==> src/rtl/spi_pack_pkg.sv <==
// Shared types for the SPI word packer.
// Assumes a 32-bit FIFO word made of four byte lanes.
package spi_pack_pkg;

    localparam int WORD_BYTES = 4;
    localparam int WORD_W     = 8 * WORD_BYTES;
    localparam int LANE_IDX_W = $clog2(WORD_BYTES);

    // Bytes-per-word code; the lane count is 1 << code.
    typedef enum logic [1:0] {
        BPW_ONE  = 2'd0,
        BPW_TWO  = 2'd1,
        BPW_FOUR = 2'd2
    } bpw_e;

    // Map a frame width in bits to a bytes-per-word code.
    function automatic bpw_e bpw_from_bits(input logic [5:0] fbits);
        if (fbits <= 6'd8)       return BPW_ONE;
        else if (fbits <= 6'd16) return BPW_TWO;
        else                     return BPW_FOUR;
    endfunction

    // Index of the last active lane for a code.
    function automatic logic [LANE_IDX_W-1:0] last_lane(input bpw_e code);
        case (code)
            BPW_ONE: return LANE_IDX_W'(0);
            BPW_TWO: return LANE_IDX_W'(1);
            default: return LANE_IDX_W'(WORD_BYTES - 1);
        endcase
    endfunction

endpackage

==> src/rtl/spi_len_ctrl.sv <==
// Transfer admission: decodes the frame width, checks the length for
// whole words and issues a one-cycle load to both data paths.
// Assumes start is only honoured when the paths are idle.
module spi_len_ctrl
    import spi_pack_pkg::*;
#(
    parameter int LEN_W = 12
) (
    input  logic             clk,
    input  logic             rst_n,
    input  logic             start,
    input  logic [LEN_W-1:0] xfer_len,
    input  logic [5:0]       frame_bits,
    input  logic             busy,
    output logic             load,
    output bpw_e             bpw,
    output logic             len_err
);

    bpw_e req_bpw;
    logic len_ok;
    logic take;

    // Decode the request and judge its length.
    always_comb begin
        req_bpw = bpw_from_bits(frame_bits);
        case (req_bpw)
            BPW_ONE: len_ok = 1'b1;
            BPW_TWO: len_ok = (xfer_len[0] == 1'b0);
            default: len_ok = (xfer_len[1:0] == 2'b00);
        endcase
        if (xfer_len == '0) len_ok = 1'b0;
        take = start && !busy;
        load = take && len_ok;
    end

    // Hold the bytes-per-word code of the running transfer.
    always_ff @(posedge clk) begin
        if (!rst_n)    bpw <= BPW_ONE;
        else if (load) bpw <= req_bpw;
    end

    // Record whether the last considered start was refused.
    always_ff @(posedge clk) begin
        if (!rst_n)    len_err <= 1'b0;
        else if (take) len_err <= !len_ok;
    end

endmodule

==> src/rtl/spi_tx_packer.sv <==
// Transmit path: gathers bytes into one 32-bit word, first byte in the
// top lane, and offers the word to the output FIFO.
// Assumes bpw is steady from the cycle after load to the end.
module spi_tx_packer
    import spi_pack_pkg::*;
#(
    parameter int LEN_W = 12
) (
    input  logic              clk,
    input  logic              rst_n,
    input  logic              load,
    input  logic [LEN_W-1:0]  xfer_len,
    input  bpw_e              bpw,
    input  logic              txb_valid,
    output logic              txb_ready,
    input  logic [7:0]        txb_data,
    output logic              txw_valid,
    input  logic              txw_ready,
    output logic [WORD_W-1:0] txw_data,
    output logic              tx_busy
);

    logic [LEN_W-1:0]      left_q;
    logic [LANE_IDX_W-1:0] idx_q;
    logic                  full_q;
    logic [7:0]            lane_q [WORD_BYTES];
    logic                  byte_hs;
    logic                  word_hs;

    // Handshake decode.
    always_comb begin
        txb_ready = (left_q != '0) && !full_q;
        byte_hs   = txb_valid && txb_ready;
        word_hs   = full_q && txw_ready;
        txw_valid = full_q;
        tx_busy   = (left_q != '0) || full_q;
    end

    // Byte counter and lane pointer.
    always_ff @(posedge clk) begin
        if (!rst_n) begin
            left_q <= '0;
            idx_q  <= '0;
        end else if (load) begin
            left_q <= xfer_len;
            idx_q  <= '0;
        end else if (byte_hs) begin
            left_q <= left_q - LEN_W'(1);
            idx_q  <= (idx_q == last_lane(bpw)) ? '0 : idx_q + LANE_IDX_W'(1);
        end
    end

    // Word-complete flag.
    always_ff @(posedge clk) begin
        if (!rst_n || load)                            full_q <= 1'b0;
        else if (byte_hs && idx_q == last_lane(bpw))   full_q <= 1'b1;
        else if (word_hs)                              full_q <= 1'b0;
    end

    // One register per byte lane, cleared between words.
    for (genvar g = 0; g < WORD_BYTES; g++) begin : g_lane
        always_ff @(posedge clk) begin
            if (!rst_n || load || word_hs)
                lane_q[g] <= 8'h00;
            else if (byte_hs && idx_q == LANE_IDX_W'(g))
                lane_q[g] <= txb_data;
        end
        assign txw_data[WORD_W-1-8*g -: 8] = lane_q[g];
    end

endmodule

==> src/rtl/spi_rx_unpacker.sv <==
// Receive path: takes a right-justified 32-bit word and hands out its
// active bytes, most significant first, then signals the end.
// Assumes bpw is steady from the cycle after load to the end.
module spi_rx_unpacker
    import spi_pack_pkg::*;
#(
    parameter int LEN_W = 12
) (
    input  logic              clk,
    input  logic              rst_n,
    input  logic              load,
    input  logic [LEN_W-1:0]  xfer_len,
    input  bpw_e              bpw,
    input  logic              rxw_valid,
    output logic              rxw_ready,
    input  logic [WORD_W-1:0] rxw_data,
    output logic              rxb_valid,
    input  logic              rxb_ready,
    output logic [7:0]        rxb_data,
    output logic              rx_busy,
    output logic              done
);

    logic [LEN_W-1:0]      left_q;
    logic [LANE_IDX_W-1:0] idx_q;
    logic                  full_q;
    logic [WORD_W-1:0]     word_q;
    logic [LANE_IDX_W-1:0] sel;
    logic                  word_hs;
    logic                  byte_hs;

    // Handshake decode and byte selection.
    always_comb begin
        rxw_ready = (left_q != '0) && !full_q;
        word_hs   = rxw_valid && rxw_ready;
        rxb_valid = full_q;
        byte_hs   = full_q && rxb_ready;
        sel       = last_lane(bpw) - idx_q;
        rxb_data  = word_q[{sel, 3'b000} +: 8];
        rx_busy   = (left_q != '0);
    end

    // Word holding register.
    always_ff @(posedge clk) begin
        if (!rst_n)       word_q <= '0;
        else if (word_hs) word_q <= rxw_data;
    end

    // Occupancy flag and byte pointer.
    always_ff @(posedge clk) begin
        if (!rst_n || load) begin
            full_q <= 1'b0;
            idx_q  <= '0;
        end else if (word_hs) begin
            full_q <= 1'b1;
            idx_q  <= '0;
        end else if (byte_hs) begin
            if (idx_q == last_lane(bpw)) begin
                full_q <= 1'b0;
                idx_q  <= '0;
            end else begin
                idx_q  <= idx_q + LANE_IDX_W'(1);
            end
        end
    end

    // Remaining byte count.
    always_ff @(posedge clk) begin
        if (!rst_n)       left_q <= '0;
        else if (load)    left_q <= xfer_len;
        else if (byte_hs) left_q <= left_q - LEN_W'(1);
    end

    // End-of-transfer pulse.
    always_ff @(posedge clk) begin
        if (!rst_n) done <= 1'b0;
        else        done <= byte_hs && (left_q == LEN_W'(1));
    end

endmodule

==> src/rtl/spi_word_packer.sv <==
// Top: byte streams on the client side, 32-bit word ports on the FIFO
// side, with a shared admission stage for transfers.
// Assumes the FIFO ready/valid lines mean "not full" and "not empty".
module spi_word_packer
    import spi_pack_pkg::*;
#(
    parameter int LEN_W = 12
) (
    input  logic             clk,
    input  logic             rst_n,
    input  logic             start,
    input  logic [LEN_W-1:0] xfer_len,
    input  logic [5:0]       frame_bits,
    output logic             busy,
    output logic             len_err,
    output logic             done,
    input  logic             txb_valid,
    output logic             txb_ready,
    input  logic [7:0]       txb_data,
    output logic             txw_valid,
    input  logic             txw_ready,
    output logic [31:0]      txw_data,
    input  logic             rxw_valid,
    output logic             rxw_ready,
    input  logic [31:0]      rxw_data,
    output logic             rxb_valid,
    input  logic             rxb_ready,
    output logic [7:0]       rxb_data
);

    logic load;
    bpw_e bpw;
    logic tx_busy;
    logic rx_busy;

    // Transfer runs while either path has work.
    always_comb busy = tx_busy || rx_busy;

    spi_len_ctrl #(.LEN_W(LEN_W)) u_ctrl (
        .clk        (clk),
        .rst_n      (rst_n),
        .start      (start),
        .xfer_len   (xfer_len),
        .frame_bits (frame_bits),
        .busy       (busy),
        .load       (load),
        .bpw        (bpw),
        .len_err    (len_err)
    );

    spi_tx_packer #(.LEN_W(LEN_W)) u_tx (
        .clk       (clk),
        .rst_n     (rst_n),
        .load      (load),
        .xfer_len  (xfer_len),
        .bpw       (bpw),
        .txb_valid (txb_valid),
        .txb_ready (txb_ready),
        .txb_data  (txb_data),
        .txw_valid (txw_valid),
        .txw_ready (txw_ready),
        .txw_data  (txw_data),
        .tx_busy   (tx_busy)
    );

    spi_rx_unpacker #(.LEN_W(LEN_W)) u_rx (
        .clk       (clk),
        .rst_n     (rst_n),
        .load      (load),
        .xfer_len  (xfer_len),
        .bpw       (bpw),
        .rxw_valid (rxw_valid),
        .rxw_ready (rxw_ready),
        .rxw_data  (rxw_data),
        .rxb_valid (rxb_valid),
        .rxb_ready (rxb_ready),
        .rxb_data  (rxb_data),
        .rx_busy   (rx_busy),
        .done      (done)
    );

endmodule

==> config.mk <==
export PLATFORM = sky130hd
export DESIGN_NAME = spi_word_packer
export DESIGN_NICKNAME = d
export VERILOG_FILES = /design/src/rtl/spi_pack_pkg.sv /design/src/rtl/spi_len_ctrl.sv /design/src/rtl/spi_tx_packer.sv /design/src/rtl/spi_rx_unpacker.sv /design/src/rtl/spi_word_packer.sv
export SDC_FILE = /design/constraint.sdc
export NUM_CORES = 1
export LEC_CHECK = 0
export BUFFER_PORTS_ARGS = -buffer_cell sky130_fd_sc_hd__buf_2
export CAP_MARGIN = 0
export CORE_UTILIZATION = 40
export DETAILED_ROUTE_END_ITERATION = 10
export HOLD_SLACK_MARGIN = 0.06
export RECOVER_POWER = 100
export REMOVE_ABC_BUFFERS = 1
export SYNTH_ARGS = -nofsm -noshare
export SYNTH_HDL_FRONTEND = slang
export SYNTH_SLANG_ARGS = --single-unit
==> constraint.sdc <==
create_clock -name clk -period 3.6 [get_ports clk]
set_clock_uncertainty 0.1 [all_clocks]
set_input_delay 0.18 -clock clk [delete_from_list [all_inputs] [get_ports clk]]
set_output_delay 0.18 -clock clk [all_outputs]
set_load 0.02 [all_outputs]
# [After elaboration in Yosys (flattened, before gate mapping)]
# Memory sizes are Yosys's and may differ from the RTL's.
# Index checks and enable logic that the tools add are counted.
[word_totals] ff_bits=66 ramBits=32 word_cells=113 n_memories=1
[classes] addsub=5 n_lt_le_gt_ge=2 eq_ne=9 shift=1 mux=41 n_bitwise=6 n_reduce_logical=38
[memory_table] memory="u_tx.lane_q" depth=4 width=8 read_ports=4 rd_ports_with_merged_regs=0 wr=4 line="spi_tx_packer.sv:26" source="logic [7:0] lane_q [WORD_BYTES];"
[op_table] cell="$mux W12" count=4
[op_table] cell="$mux W8" count=4
[op_table] cell="$shiftx A32 B6 Y8" count=1
[op_table] cell="$reduce_bool A12 Y1" count=2
[op_table] cell="$sub A12 B1 Y12 const B" count=2
[op_table] cell="$mux W2" count=11
[op_table] cell="$mux W1" count=20
[op_table] cell="$logic_and A1 B1 Y1" count=14
[op_table] cell="$eq A12 B1 Y1 const B" count=1
[op_table] cell="$logic_not A12 Y1" count=1
[op_table] cell="$reduce_bool A2 Y1" count=5
[op_table] cell="$logic_not A2 Y1" count=4
[op_table] cell="$eq A2 B1 Y1 const B" count=3
[op_table] cell="$eq A2 B2 Y1" count=3
[op_table] cell="$le A6 B4 Y1 const B" count=1
[op_table] cell="$le A6 B5 Y1 const B" count=1
[op_table] cell="$logic_not A1 Y1" count=5
[op_table] cell="$add A2 B1 Y2 const B" count=2
[op_table] cell="$eq A2 B2 Y1 const B" count=2
[op_table] cell="$logic_or A1 B1 Y1" count=4
[op_table] cell="$or A1 B1 Y1" count=4
[op_table] cell="$pmux W2 S2" count=1
[op_table] cell="$reduce_or A2 Y1" count=2
[op_table] cell="$not A1 Y1" count=2
[op_table] cell="other kinds (3)" count=3

# [Longest topological paths before layout]
[logic_depth] word_depth=13 ltp_mapped=9 depth_no_buf=7

# [By module]
# A second synthesis with hierarchy kept.
[unflattened] cells_unflattened=467 hier_area_um2=4882.2
[modules_own_cells] mod="spi_rx_unpacker" instances=1 cells_per_inst=259 area_per_inst_um2=2412.3 seq_area_each_um2=960.9
[modules_own_cells] mod="spi_tx_packer" instances=1 cells_per_inst=184 area_per_inst_um2=2235.9 seq_area_each_um2=1261.2
[modules_own_cells] mod="spi_len_ctrl" instances=1 cells_per_inst=23 area_per_inst_um2=227.7 seq_area_each_um2=60.1
[modules_own_cells] mod="spi_word_packer" instances=1 cells_per_inst=1 area_per_inst_um2=6.3 seq_area_each_um2=0.0

# [Worst setup path after synthesis]
# OpenSTA, ideal clock, no wires.
[synth_path] kind="register to register" startpoint="register u_tx.left_q[4]" endpoint="memory u_tx.lane_q[0][0], enable pin" setup_time_ns=0.331 t_arrival_ns=2.121 t_required_ns=3.169 path_slack_ns=1.048 path_stages_with_launch=7 path_buffers=1 synth_period_minus_slack_ns=2.552 path_cell_list="dfxtp_1 -> or4_4 -> buf_6 -> nor4_2 -> o211ai_2 -> o21ai_2 -> a221o_1"
[synth_rtl] element="start, declared" line="spi_tx_packer.sv:23" source="logic [LEN_W-1:0] left_q;"
[synth_rtl] element="start signal, assigned" line="spi_tx_packer.sv:45" source="left_q <= xfer_len;"
[synth_rtl] element="start signal, assigned" line="spi_tx_packer.sv:48" source="left_q <= left_q - LEN_W'(1);"
[synth_rtl] element="end, declared" line="spi_tx_packer.sv:26"

# [Worst setup path in the final report]
[layout_path] startpoint="register u_tx.left_q[4]" endpoint="register u_rx.left_q[6]"
[layout_between] elab_chain_len=7
[layout_rtl] element="$reduce_bool A12 Y1 *" line="spi_tx_packer.sv:36" source="tx_busy = (left_q != '0) || full_q;"
[layout_rtl] element="$logic_or A1 B1 Y1 *" line="spi_tx_packer.sv:36"
[layout_rtl] element="$logic_or A1 B1 Y1 *" line="spi_word_packer.sv:37" source="always_comb busy = tx_busy || rx_busy;"
[layout_rtl] element="$logic_not A1 Y1 *" line="spi_len_ctrl.sv:33" source="take = start && !busy;"
[layout_rtl] element="$logic_and A1 B1 Y1 *" line="spi_len_ctrl.sv:33"
[layout_rtl] element="$logic_and A1 B1 Y1 *" line="spi_len_ctrl.sv:34" source="load = take && len_ok;"
[layout_rtl] element="$mux W12 or $reduce_bool A2 Y1 (tied branches)"
[layout_rtl] element="end signal, assigned" line="spi_rx_unpacker.sv:70" source="else if (load) left_q <= xfer_len;"
[layout_rtl] element="end signal, assigned" line="spi_rx_unpacker.sv:71" source="else if (byte_hs) left_q <= left_q - LEN_W'(1);"
[layout_rtl] element="end, declared" line="spi_rx_unpacker.sv:24" source="logic [LEN_W-1:0] left_q;"
# Every way passes the cells marked *; elsewhere a longest branch is shown, timed or not.
# A chain may end at the register's enable or synchronous reset.

==> out/qor.json <==
{
  "setup_path": {
    "worst-path-stages": 5,
    "critical_path.reg2reg.endpoint": "u_rx.left_q[6]",
    "endpoint_kind_of_the_worst_setup_timing_path": "register",
    "worstPathArrival_ns": 3.35,
    "timing.critical_path.fanout_max": 12,
    "kind_of_cell_adding_the_most_delay_to_the_critical_path": "simple AND/OR/NAND/NOR gates",
    "slowest_stage": "sky130_fd_sc_hd__or4_1",
    "rr_worst_depth": 5,
    "ff2ff_setup_slack_ns": 0.40,
    "worstSetupStartpointType": "register",
    "crit-reg2reg-launch": "u_tx.left_q[4]",
    "cpPeakStageDelay_ns": 0.79,
    "cp_num_buf_inv": 0,
    "cp_cell_sequence": "or4_4 -> or4_1 -> nor4_1 -> nand3_1 -> a31oi_1",
    "path_class": "register to register",
    "cp_data_required_time_ns": 3.75
  },
  "power_and_ir_drop": {
    "sw_power_mw": 1.928,
    "cellPowerDensity_nw_per_um2": 797.8,
    "cell_internal_pwr_mw": 2.778,
    "fin_total_pwr_mw": 4.705,
    "power.ir.vdd_worst_mv": 0.5615,
    "seqPwrFrac_pct": 36.4,
    "share_clk_of_total_power_pct": 20.1,
    "p_comb_share_pct": 43.6,
    "switching_share_of_power_pct": 40.97,
    "cellLeakagePower_nw": 2.282
  },
  "clocking": {
    "cts_root_buffer": "sky130_fd_sc_hd__clkbuf_16",
    "cts-htree-levels": 3,
    "cts.clk_slew.worst_paths_ns": 0.07,
    "hold_buffers": 40,
    "post_cts_resized": 0,
    "clock_tree_from_tritoncts": "built",
    "tritoncts.num_buffers": 9,
    "cts_sinks": 98,
    "clk_latency_ns": 0.35,
    "buffers_from_clock_root_to_sink_at_most": 2,
    "cts_post_setup_buffers_inserted": 0
  },
  "synth": {
    "synth-seq-cells": 98,
    "synth-edff-count": 32,
    "ys.flop_type": "sky130_fd_sc_hd__dfxtp_1",
    "async_reset_ff_share_pct": 0,
    "synth_seq_area_share_pct": 48.91,
    "yosysUniqueCellTypes": 58,
    "synthesis.area_um2": 4666,
    "synthesis.instances": 483,
    "syn_area_per_cell_um2": 9.660,
    "synth_warnings": 0
  },
  "place": {
    "dp.final_hpwl_um": 8417,
    "numPortBuffers": 111,
    "gpl.final_weighted_congestion": 0.8316,
    "post-place-ws_ns": 0.5663,
    "cell_area_placed_um2": 5308
  },
  "floorplan": {
    "dieArea_um2": 12100,
    "num_rows": 39,
    "die_h_um": 110,
    "ioPinCount": 112,
    "die_w_um": 110,
    "area_of_the_core_um2": 11370,
    "floorplan.initialDensity_pct": 41.04
  },
  "grt": {
    "first_global_vias": 3811,
    "groute.usage.overall_pct": 20.01,
    "antenna_found_initial": 0,
    "grt_first_pass_wirelength_um": 18450,
    "grt_overflow": 0,
    "grt_start_max_net_pins": 55
  },
  "routing": {
    "drt-pass1-iter-count": 4,
    "drt-total-wl_um": 11920,
    "detailedRoute.firstIterationViolations": 181,
    "vias": 4035,
    "routed_wire_length_per_instance_um": 15.42,
    "antenna_violating_nets_post_route": 0,
    "avgViaCountPerCell": 5.220,
    "remaining_drcs": 0
  },
  "timing": {
    "fin_crit_sh_pct": 88.76,
    "setup_viol": 0,
    "rsz0062_at_grt": "no",
    "worst_slew_pin_slew_ns": 1.052,
    "fmaxAchievable_mhz": 312.9,
    "slew_violations": 0,
    "timing.max_slew.rel_slack_pct": 29.19,
    "report.final.hold_viol_count": 0,
    "setup_slack_ns": 0.4045,
    "setup_tns_ns": 0,
    "min_tclk_post_route_ns": 3.195
  },
  "finish": {
    "area.sequential_um2": 2282,
    "syn2layout_area_growth_pct": 26.41,
    "antenna-diode-count": 0,
    "drive_above_1_share_pct": 16.83,
    "finish.net_count": 699,
    "post-route-util_pct": 51.88,
    "final_area_um2": 5898,
    "fillers": 1086,
    "multiInputGateArea_um2": 2166
  },
  "run": {
    "maxCapViolCount": 0
  },
  "outcome": {
    "status": "finished, final reports clean"
  },
  "hold_path": {
    "hp-class": "primary input to register",
    "min_path_cells": 3,
    "startpoint_of_the_tightest_hold_check_path": "xfer_len[6]",
    "hold_end": "u_tx.left_q[6]"
  }
}
## metal layers
metal	up-vias	global-route usage, %	part of all wire (%)
met4	0	6.095	1.2
met5	-	0	0
met3	16	3.586	5.1
li1	2015	-	-
met2	110	33.97	48
met1	1894	25.86	46
## worst min-delay path, stage by stage
cell	delay, ns
sky130_fd_sc_hd__buf_2	0.11
sky130_fd_sc_hd__nand3_1	0.11
sky130_fd_sc_hd__a21oi_1	0.07
## registers in the layout, indices dropped and copies added, names as in the netlist, 2 cells and up
| name | count |
|---|---|
| u_tx.lane_q | 32 |
| u_rx.word_q | 32 |
| u_rx.idx_q | 2 |
| u_tx.left_q | 12 |
| u_ctrl.bpw | 2 |
| u_tx.idx_q | 2 |
| u_rx.left_q | 12 |
## kinds of logic (layout without fill, tap and decap cells)
logic type,count (synthesis),in the layout,synth area share [%]
simple gates,219,219,24.86
flops,98,98,48.91
compound gates,90,90,12.01
buf+inv,38,185,3.996
xor+xnor,21,21,3.942
fa+ha+maj,9,9,2.414
mux,8,8,3.862
## worst max-delay path by stage
stage | from | end
after detailed placement | u_rx.left_q[0] | u_tx.lane_q[3][1]
after floorplan | u_rx.left_q[0] | u_tx.lane_q[0][0]
after global placement | u_rx.left_q[0] | u_tx.lane_q[1][1]
after global routing | u_rx.left_q[4] | u_tx.lane_q[1][2]
after CTS | u_rx.left_q[0] | u_tx.lane_q[3][1]
final | u_tx.left_q[4] | u_rx.left_q[6]
## synth_stat cells, drive strengths merged, types with 7 or more instances
| cell type | number | area [um^2] |
|---|---|---|
| nand2 | 79 | 304.0 |
| dfxtp | 66 | 1321 |
| a21oi | 56 | 280.3 |
| and2 | 35 | 219.0 |
| edfxtp | 32 | 960.9 |
| nand3 | 19 | 95.09 |
| nor3 | 19 | 95.09 |
| clkbuf | 17 | 63.81 |
| nor2 | 17 | 63.81 |
| xor2 | 13 | 113.9 |
| inv | 11 | 41.29 |
| nor4 | 11 | 102.6 |
| buf | 9 | 71.31 |
| ha | 9 | 112.6 |
| mux4 | 8 | 180.2 |
| xnor2 | 8 | 70.07 |
| nand4 | 7 | 43.79 |
## stage by stage
| stage | cells | hold slack [ns] |
|---|---|---|
| floorplan | 456 | 0.1975 |
| detailed placement | 717 | 0.3244 |
| finish | 773 | 0.07561 |
| global route | 773 | 0.07525 |
| CTS | 773 | 0.07599 |
| global placement | 717 | 0.3215 |
## final cells by class
cell class	count	share of cell area [%]
multi-input combinational	347	36.72
inverter	11	0.7000
sequential	98	38.69
clock inverter	6	0.9758
tap	143	3.034
timing repair buffer	158	15.99
clock buffer	10	3.882
## power groups by stage
stage | registers [mW] | clock network [mW] | logic, mW
floorplan | 1.82 | 0 | 1.37
global placement | 1.71 | 0 | 2.07
detailed placement | 1.73 | 0 | 2.11
CTS | 1.71 | 0.957 | 2.16
global route | 1.76 | 1.00 | 2.26
finish | 1.71 | 0.944 | 2.05
## placed cells by master, fill, tap and decap left out, types with 10 or more instances in the layout
cell type,instances
sky130_fd_sc_hd__a21oi_1,56
sky130_fd_sc_hd__and2_1,26
sky130_fd_sc_hd__buf_2,67
sky130_fd_sc_hd__clkbuf_1,47
sky130_fd_sc_hd__dfxtp_1,66
sky130_fd_sc_hd__dlygate4sd3_1,40
sky130_fd_sc_hd__edfxtp_1,32
sky130_fd_sc_hd__inv_1,10
sky130_fd_sc_hd__nand2_1,78
sky130_fd_sc_hd__nand3_1,19
sky130_fd_sc_hd__nor2_1,17
sky130_fd_sc_hd__nor3_1,19
sky130_fd_sc_hd__nor4_1,10
sky130_fd_sc_hd__xor2_1,13
No activity file was read; power rests on OpenSTA's default activity.
